## src/rtl/mulp_pkg.sv

```systemverilog
package mulp_pkg;

    // Radix-4 recoded digit classes
    typedef enum logic [2:0] {
        BD_ZERO = 3'd0,
        BD_POS1 = 3'd1,
        BD_POS2 = 3'd2,
        BD_NEG1 = 3'd3,
        BD_NEG2 = 3'd4
    } booth_digit_e;

    // Map an overlapping triplet {x[2i+1], x[2i], x[2i-1]} to a digit class
    function automatic booth_digit_e booth_decode(input logic [2:0] trip);
        booth_digit_e d;
        unique case (trip)
            3'b000, 3'b111: d = BD_ZERO;
            3'b001, 3'b010: d = BD_POS1;
            3'b011:         d = BD_POS2;
            3'b100:         d = BD_NEG2;
            default:        d = BD_NEG1;
        endcase
        return d;
    endfunction

endpackage

```

## src/rtl/mulp_booth_stage.sv

```systemverilog
module mulp_booth_stage
    import mulp_pkg::*;
#(
    parameter int W  = 32,
    parameter int AW = 24
) (
    input  logic                         clk,
    input  logic                         rst,
    input  logic                         in_valid,
    input  logic                         in_mode,
    input  logic [W-1:0]                 op_a,
    input  logic [W-1:0]                 op_b,
    output logic                         v1,
    output logic                         mode1,
    output logic [W-AW-1:0]              top1,
    output logic [W/2-1:0][W:0]          pp1,
    output logic [W/2-1:0]               neg1
);
    localparam int TW  = W - AW;
    localparam int NPP = W / 2;
    localparam int PW  = W + 1;

    logic [W-1:0]  pa, pb;
    logic [W:0]    xe;
    logic [PW-1:0] mul1, mul2;
    logic [NPP-1:0][PW-1:0] pp_c;
    logic [NPP-1:0]         neg_c;

    // Operand conditioning: address mode sign-extends bit AW-1
    always_comb begin
        pa = op_a;
        pb = op_b;
        if (in_mode) begin
            pa = {{TW{op_a[AW-1]}}, op_a[AW-1:0]};
            pb = {{TW{op_b[AW-1]}}, op_b[AW-1:0]};
        end
    end

    assign xe   = {pa, 1'b0};
    assign mul1 = {pb[W-1], pb};
    assign mul2 = {pb, 1'b0};

    // One selector per digit; MSB stored inverted (sign compensated in stage 2)
    for (genvar g = 0; g < NPP; g++) begin : g_sel
        logic [PW-1:0] sel;
        always_comb begin
            sel      = '0;
            neg_c[g] = 1'b0;
            unique case (booth_decode(xe[2*g+2 -: 3]))
                BD_ZERO: sel = '0;
                BD_POS1: sel = mul1;
                BD_POS2: sel = mul2;
                BD_NEG1: begin sel = ~mul1; neg_c[g] = 1'b1; end
                BD_NEG2: begin sel = ~mul2; neg_c[g] = 1'b1; end
                default: sel = '0;
            endcase
            pp_c[g] = sel ^ {1'b1, {(PW-1){1'b0}}};
        end
    end

    always_ff @(posedge clk) begin
        if (rst) v1 <= 1'b0;
        else     v1 <= in_valid;
    end

    always_ff @(posedge clk) begin
        mode1 <= in_mode;
        top1  <= op_a[W-1:AW];
        pp1   <= pp_c;
        neg1  <= neg_c;
    end

    // reset empties the first stage
    a_r2_stage1_clear: assert property (@(posedge clk) rst |=> !v1);

endmodule

```

## src/rtl/mulp_reduce_stage.sv

```systemverilog
module mulp_reduce_stage #(
    parameter int W  = 32,
    parameter int AW = 24
) (
    input  logic                 clk,
    input  logic                 rst,
    input  logic                 v1,
    input  logic                 mode1,
    input  logic [W-AW-1:0]      top1,
    input  logic [W/2-1:0][W:0]  pp1,
    input  logic [W/2-1:0]       neg1,
    output logic                 v2,
    output logic                 mode2,
    output logic [W-AW-1:0]      top2,
    output logic [2*W-1:0]       sum2,
    output logic [2*W-1:0]       car2
);
    localparam int NPP  = W / 2;
    localparam int DW   = 2 * W;
    localparam int ROWS = NPP + 2;

    // Compensation for the inverted partial-product sign bits
    function automatic logic [DW-1:0] sign_comp();
        logic [DW-1:0] k;
        k = '0;
        for (int i = 0; i < NPP; i++) k = k + ({{(DW-1){1'b0}}, 1'b1} << (W + 2*i));
        return (~k) + {{(DW-1){1'b0}}, 1'b1};
    endfunction

    localparam logic [DW-1:0] KCONST = sign_comp();

    logic [ROWS-1:0][DW-1:0] rows;
    logic [ROWS-1:0][DW-1:0] cs_s;
    logic [ROWS-1:0][DW-1:0] cs_c;
    logic [DW-1:0]           negv;

    always_comb begin
        negv = '0;
        for (int i = 0; i < NPP; i++) negv[2*i] = neg1[i];
    end

    for (genvar g = 0; g < NPP; g++) begin : g_rows
        assign rows[g] = {{(DW-W-1){1'b0}}, pp1[g]} << (2*g);
    end
    assign rows[NPP]   = negv;
    assign rows[NPP+1] = KCONST;

    // Carry-save chain of 3:2 compressors
    assign cs_s[1] = rows[0];
    assign cs_c[1] = rows[1];
    assign cs_s[0] = '0;
    assign cs_c[0] = '0;
    for (genvar k = 2; k < ROWS; k++) begin : g_csa
        assign cs_s[k] = cs_s[k-1] ^ cs_c[k-1] ^ rows[k];
        assign cs_c[k] = ((cs_s[k-1] & cs_c[k-1]) |
                          (cs_s[k-1] & rows[k])   |
                          (cs_c[k-1] & rows[k])) << 1;
    end

    always_ff @(posedge clk) begin
        if (rst) v2 <= 1'b0;
        else     v2 <= v1;
    end

    always_ff @(posedge clk) begin
        mode2 <= mode1;
        top2  <= top1;
        sum2  <= cs_s[ROWS-1];
        car2  <= cs_c[ROWS-1];
    end

    // valid advances one stage per edge
    a_r1_stage2_follow: assert property (@(posedge clk) disable iff (rst)
        !$past(rst) |-> (v2 == $past(v1)));

endmodule

```

## src/rtl/mulp_final_stage.sv

```systemverilog
module mulp_final_stage #(
    parameter int W  = 32,
    parameter int AW = 24
) (
    input  logic             clk,
    input  logic             rst,
    input  logic             v2,
    input  logic             mode2,
    input  logic [W-AW-1:0]  top2,
    input  logic [2*W-1:0]   sum2,
    input  logic [2*W-1:0]   car2,
    output logic             out_valid,
    output logic [W-1:0]     out_result,
    output logic             out_ovf
);
    localparam logic [W-1:0] ONES  = '1;
    localparam logic [W-1:0] MTWO  = {{(W-1){1'b1}}, 1'b0};

    logic [W:0]   lo_full;
    logic [W-1:0] lo_sum, hi_sum;
    logic         lo_cy;
    logic         hi_ok, nar_ok;
    logic [W-1:0] res_c;
    logic         ovf_c;

    // Two independent half-width adders
    assign lo_full = {1'b0, sum2[W-1:0]} + {1'b0, car2[W-1:0]};
    assign lo_sum  = lo_full[W-1:0];
    assign lo_cy   = lo_full[W];
    assign hi_sum  = sum2[2*W-1:W] + car2[2*W-1:W];

    // High half plus carry must equal the replicated low-half sign
    always_comb begin
        if (lo_sum[W-1])
            hi_ok = (hi_sum == ONES && !lo_cy) || (hi_sum == MTWO && lo_cy);
        else
            hi_ok = (hi_sum == '0 && !lo_cy) || (hi_sum == ONES && lo_cy);
        nar_ok = (lo_sum[W-1:AW-1] == '0) || (&lo_sum[W-1:AW-1]);
    end

    always_comb begin
        if (mode2) begin
            res_c = {top2, lo_sum[AW-1:0]};
            ovf_c = !hi_ok || !nar_ok;
        end else begin
            res_c = lo_sum;
            ovf_c = !hi_ok;
        end
    end

    always_ff @(posedge clk) begin
        if (rst) out_valid <= 1'b0;
        else     out_valid <= v2;
    end

    always_ff @(posedge clk) begin
        out_result <= res_c;
        out_ovf    <= ovf_c;
    end

    // output valid follows stage 2 by one edge
    a_r1_out_follow: assert property (@(posedge clk) disable iff (rst)
        !$past(rst) |-> (out_valid == $past(v2)));

endmodule

```

## src/rtl/mulp_top.sv

```systemverilog
module mulp_top #(
    parameter int W  = 32,
    parameter int AW = 24
) (
    input  logic          clk,
    input  logic          rst,
    input  logic          in_valid,
    input  logic          in_mode,
    input  logic [W-1:0]  op_a,
    input  logic [W-1:0]  op_b,
    output logic          out_valid,
    output logic [W-1:0]  out_result,
    output logic          out_ovf
);
    localparam int TW  = W - AW;
    localparam int NPP = W / 2;

    logic                 v1, mode1, v2, mode2;
    logic [TW-1:0]        top1, top2;
    logic [NPP-1:0][W:0]  pp1;
    logic [NPP-1:0]       neg1;
    logic [2*W-1:0]       sum2, car2;

    mulp_booth_stage #(.W(W), .AW(AW)) u_s1 (
        .clk(clk), .rst(rst), .in_valid(in_valid), .in_mode(in_mode),
        .op_a(op_a), .op_b(op_b), .v1(v1), .mode1(mode1), .top1(top1),
        .pp1(pp1), .neg1(neg1)
    );

    mulp_reduce_stage #(.W(W), .AW(AW)) u_s2 (
        .clk(clk), .rst(rst), .v1(v1), .mode1(mode1), .top1(top1),
        .pp1(pp1), .neg1(neg1), .v2(v2), .mode2(mode2), .top2(top2),
        .sum2(sum2), .car2(car2)
    );

    mulp_final_stage #(.W(W), .AW(AW)) u_s3 (
        .clk(clk), .rst(rst), .v2(v2), .mode2(mode2), .top2(top2),
        .sum2(sum2), .car2(car2), .out_valid(out_valid),
        .out_result(out_result), .out_ovf(out_ovf)
    );

    // Edges since reset, saturating; guards the three-deep look-back below
    logic [1:0] since_rst;
    always_ff @(posedge clk) begin
        if (rst)                 since_rst <= 2'd0;
        else if (since_rst != 3) since_rst <= since_rst + 2'd1;
    end

    // reset leaves no valid output
    a_r2_reset_clears: assert property (@(posedge clk) rst |=> !out_valid);

    // three-edge latency at the ports
    a_r1_latency: assert property (@(posedge clk) disable iff (rst)
        (since_rst == 2'd3) |-> (out_valid == $past(in_valid, 3)));

    // plain mode low word matches the product
    a_r3_low_word: assert property (@(posedge clk) disable iff (rst)
        (since_rst == 2'd3 && out_valid && !$past(in_mode, 3)) |->
        (out_result == W'($past(op_a, 3) * $past(op_b, 3))));

    // address mode keeps the tag byte
    a_r5_tag_byte: assert property (@(posedge clk) disable iff (rst)
        (since_rst == 2'd3 && out_valid && $past(in_mode, 3)) |->
        (out_result[W-1:AW] == $past(op_a[W-1:AW], 3)));

endmodule

```

## config.mk

```make
export PLATFORM = sky130hd
export DESIGN_NAME = mulp_top
export DESIGN_NICKNAME = d
export VERILOG_FILES = /design/src/rtl/mulp_pkg.sv /design/src/rtl/mulp_booth_stage.sv /design/src/rtl/mulp_reduce_stage.sv /design/src/rtl/mulp_final_stage.sv /design/src/rtl/mulp_top.sv
export SDC_FILE = /design/constraint.sdc
export NUM_CORES = 2
export LEC_CHECK = 0
export ABC_CLOCK_PERIOD_IN_PS = 10800
export CAP_MARGIN = 20
export CELL_PAD_IN_SITES_DETAIL_PLACEMENT = 0
export CELL_PAD_IN_SITES_GLOBAL_PLACEMENT = 1
export CORE_MARGIN = 2
export CORE_UTILIZATION = 45
export DETAILED_ROUTE_END_ITERATION = 8
export PLACE_DENSITY = 0.79
export SETUP_SLACK_MARGIN = 0.15
export SKIP_CTS_REPAIR_TIMING = 1
export SLEW_MARGIN = 20
export SYNTH_ARGS = -nofsm -noshare
export SYNTH_HDL_FRONTEND = slang
export SYNTH_SLANG_ARGS = --single-unit
```

## constraint.sdc

```tcl
create_clock -name clk -period 10.8 [get_ports clk]
set_input_delay 2.16 -clock clk [delete_from_list [all_inputs] [get_ports clk]]
set_output_delay 2.16 -clock clk [all_outputs]
set_load 0.02 [all_outputs]
```

==> implementation parameters <==
Parameter                              Value

Setup path
  Maximum cell stage delay along the critical path ... about 0.55 ns
  Reg-to-reg endpoint ... u_s2.sum2[30]
  Worst Reg-to-Reg Cells ... 18
  Critical path startpoint category ... flop
  Most used cell along the critical path ... fa_1
  Flop-to-flop setup slack ... 2.80 ns
  Critical path required time ... about 11 ns
  Worst setup path class ... flop to flop
  Maximum fanout along the worst path ... 1
  Series of cell instances along the critical path ... fa_1, fa_1, fa_1, fa_1, fa_1, fa_1, fa_1, fa_1, fa_1, fa_1, fa_1, fa_1, inv_1, fa_1, fa_1, fa_1, inv_1, ha_1
  Arrival @ worst endpoint ... around 8.5 ns
  Count of buffering cells on the critical path with inverters included ... 2
  Slowest library cell on the worst path ... fa_1
  Critical Path Sink Type ... flop
  Reg-to-reg startpoint ... u_s1.pp1[30]
  Family with the most delay on the worst path ... adder cells

STA
  Achievable clock frequency ... 125 MHz
  Number of setup violations in the final report ... 0
  Setup tns final ... 0 ns
  Hold Fails Final Rpt ... 0
  Time the final worst path needs with I/O delays and setup ... 8.00 ns
  Normalized max-slew margin ... 26.6%
  Share of the cycle needed by the critical path after routing ... 74.1%
  Worst hold margin ... approximately 0.32 ns
  Pins over their slew limit ... 0
  Setup repair after global routing missed its margin ... false
  Slew at the pin with the worst max-slew slack ... 1.10 ns
  Clock Skews ... 0.0375 ns

Clock network
  Post-CTS clock slew at the launch and capture registers of the worst setup and hold paths ... 0.06 ns
  Clock Root Buffer ... clkbuf_16
  Number of buffers inserted during clock tree synthesis ... 82
  Clock latency at the later pin of the worst-skew pair ... 0.66 ns
  Clock tree from TritonCTS ... built
  Total clock sinks ... 715
  H-tree depth ... 3
  Maximum number of buffers from clock root to sink ... 3

Worst hold path
  Hold EP ... u_s2.top2[1]
  Worst hold path depth ... 0
  Worst Hold Launch ... u_s1.top1[1]
  Hold WC Path Type ... flop to flop

Floorplanning
  Floorplan core area ... 96300 um^2
  Width of the chip ... 315 um
  Height of the die ... 315 um
  # IOs ... 102
  Die area ... 99200 um^2
  Effective utilization at floorplan ... 45.2%
  Placement Rows ... ~110

Global routing
  Final global-route overflow total ... 0
  Global-route wire length before repair ... 183 mm
  Number of global-route vias before repair ... 31000
  Number of antenna violations at the first check in global routing ... 0
  Total Routing Usage GR ... 23.5%
  Pin count of the biggest net entering global routing ... between 80 and 90

Detailed routing
  Starting DRT DRC Count ... 2357
  Pre-antenna DRT Iters ... 5
  DRC viols ... 0
  Number of nets with antenna violations after detailed routing ... 0
  Vias after detailed routing ... roughly 31000
  Final Routed Wirelength ... 116 mm
  Average wire per standard cell ... 21.1 um
  Drt via density ... 5.57

Cells and area
  Area overhead of the layout relative to synthesis ... 11.1%
  Final Net Count ... 4949
  Share of layout cells above drive strength 1 ... 7.94%
  Core occupancy in the finished layout ... 50.2%
  N_diodes ... 0

Placed design
  Detail Placement HPWL ... roughly 80 mm
  Total of buffers placed on input and output ports ... 101
  Routability congestion estimate ... approximately 0.91

Yosys
  Synth top cells by count ... 715 x dfxtp_1, 428 x fa_1, 404 x xor2_1
  Unique masters post-synth ... 75
  Area share of the largest cell type after synthesis ... approximately 33%
  Top cells by area, synth ... dfxtp_1 33%, fa_1 20%, ha_1 8.3%
  Post-synth net total ... 5080
  Post-synthesis sequential element count ... ~720
  Sequential-to-total area share from yosys stat ... 32.9%
  Library cell occupying the most area in the post-synthesis netlist ... dfxtp_1
  Post-Syn Area ... 43500 um^2
  Most frequently used cell type in the post-synthesis netlist ... dfxtp_1
  Most common flop cell mapped by yosys ... dfxtp_1
  Avg Inst Size Synth ... 10.1 um^2
  Count of flip-flops with a built-in enable after synthesis ... 0
  Synth warnings ... 0
  Fraction of registers with async set or reset after synthesis ... 0%
  Number of cells produced by synthesis ... 4296

Run
  MaxCap Viol Count ... 0

Outcome
  Result of the run ... completed
-- through the flow --
step	cells	setup WS (ns)	instance area (um^2)
floorplan	4296	3.10	43500
global placement	5354	2.86	45200
detailed placement	5354	2.83	45200
CTS	5505	2.82	48200
global route	5508	2.57	48300
finish	5508	2.80	48300
-- final cells by class --
cell class | count | area [um^2]
fill | 8642 | 48000
sequential | 715 | 14300
tap | 1276 | 1600
multi-input combinational | 3033 | 27400
inverter | 150 | 563
timing repair buffer | 183 | 1480
clock buffer | 111 | 2360
clock inverter | 40 | 637
-- per-layer routing --
layer / track usage (%) / routed length, um
met3: 3.89 / 6060
met4: 7.12 / 3200
met2: 39.4 / 56400
met1: 31.2 / 50800
met5: 0 / 0
-- state kept, by name, summed over array words and instances (netlist names) --
register / flops
u_s1.pp1: 528
u_s2.sum2: 63
u_s3.out_ovf: 1
u_s2.mode2: 1
u_s1.neg1: 16
u_s1.mode1: 1
u_s2.car2: 54
u_s2.top2: 8
u_s2.v2: 1
u_s3.out_valid: 1
u_s1.v1: 1
u_s1.top1: 8
u_s3.out_result: 32
-- cells in the final DEF (no fill, tap or decap), drive strengths merged, types with 17 or more instances in the layout --
| cell | count |
|---|---|
| a21oi | 87 |
| o21ai | 396 |
| clkdlybuf4s50 | 59 |
| nand2b | 19 |
| a221oi | 124 |
| xnor2 | 144 |
| nor2b | 22 |
| o221ai | 118 |
| buf | 124 |
| nor3 | 26 |
| a22oi | 155 |
| nand3 | 21 |
| dfxtp | 715 |
| fa | 428 |
| nand2 | 287 |
| inv | 155 |
| ha | 288 |
| nor2 | 316 |
| clkbuf | 111 |
| nand4 | 17 |
| xor2 | 404 |
-- worst max path at each step --
stage                       from            end  slack, ns  cells after the start
finish              u_s1.pp1[30]  u_s2.sum2[30]       2.80                     18
global route        u_s1.pp1[29]  u_s2.sum2[30]       2.57                     18
CTS                 u_s1.pp1[30]  u_s2.sum2[30]       2.82                     18
detailed placement  u_s1.pp1[30]  u_s2.sum2[30]       2.83                     18
global placement    u_s1.pp1[30]  u_s2.sum2[30]       2.86                     18
floorplan           u_s1.pp1[30]  u_s2.sum2[30]       3.10                     18
-- logic make-up (layout without fill, tap and decap cells) --
group | Yosys count | in the layout | share of synthesized area, %
buffers and inverters | 548 | 484 | 4.77
and+or+nand+nor | 773 | 773 | 7.72
DFF | 715 | 715 | 32.9
AOI/OAI and AO/OA | 971 | 971 | 15.0
muxes | 25 | 25 | 0.601
xor gates and xnor gates | 548 | 548 | 11.0
adders and majority gates | 716 | 716 | 28.0
Power is left out: the tool's default activity adds up to more than one toggle a clock period on the data nets, which glitch-free logic cannot reach.
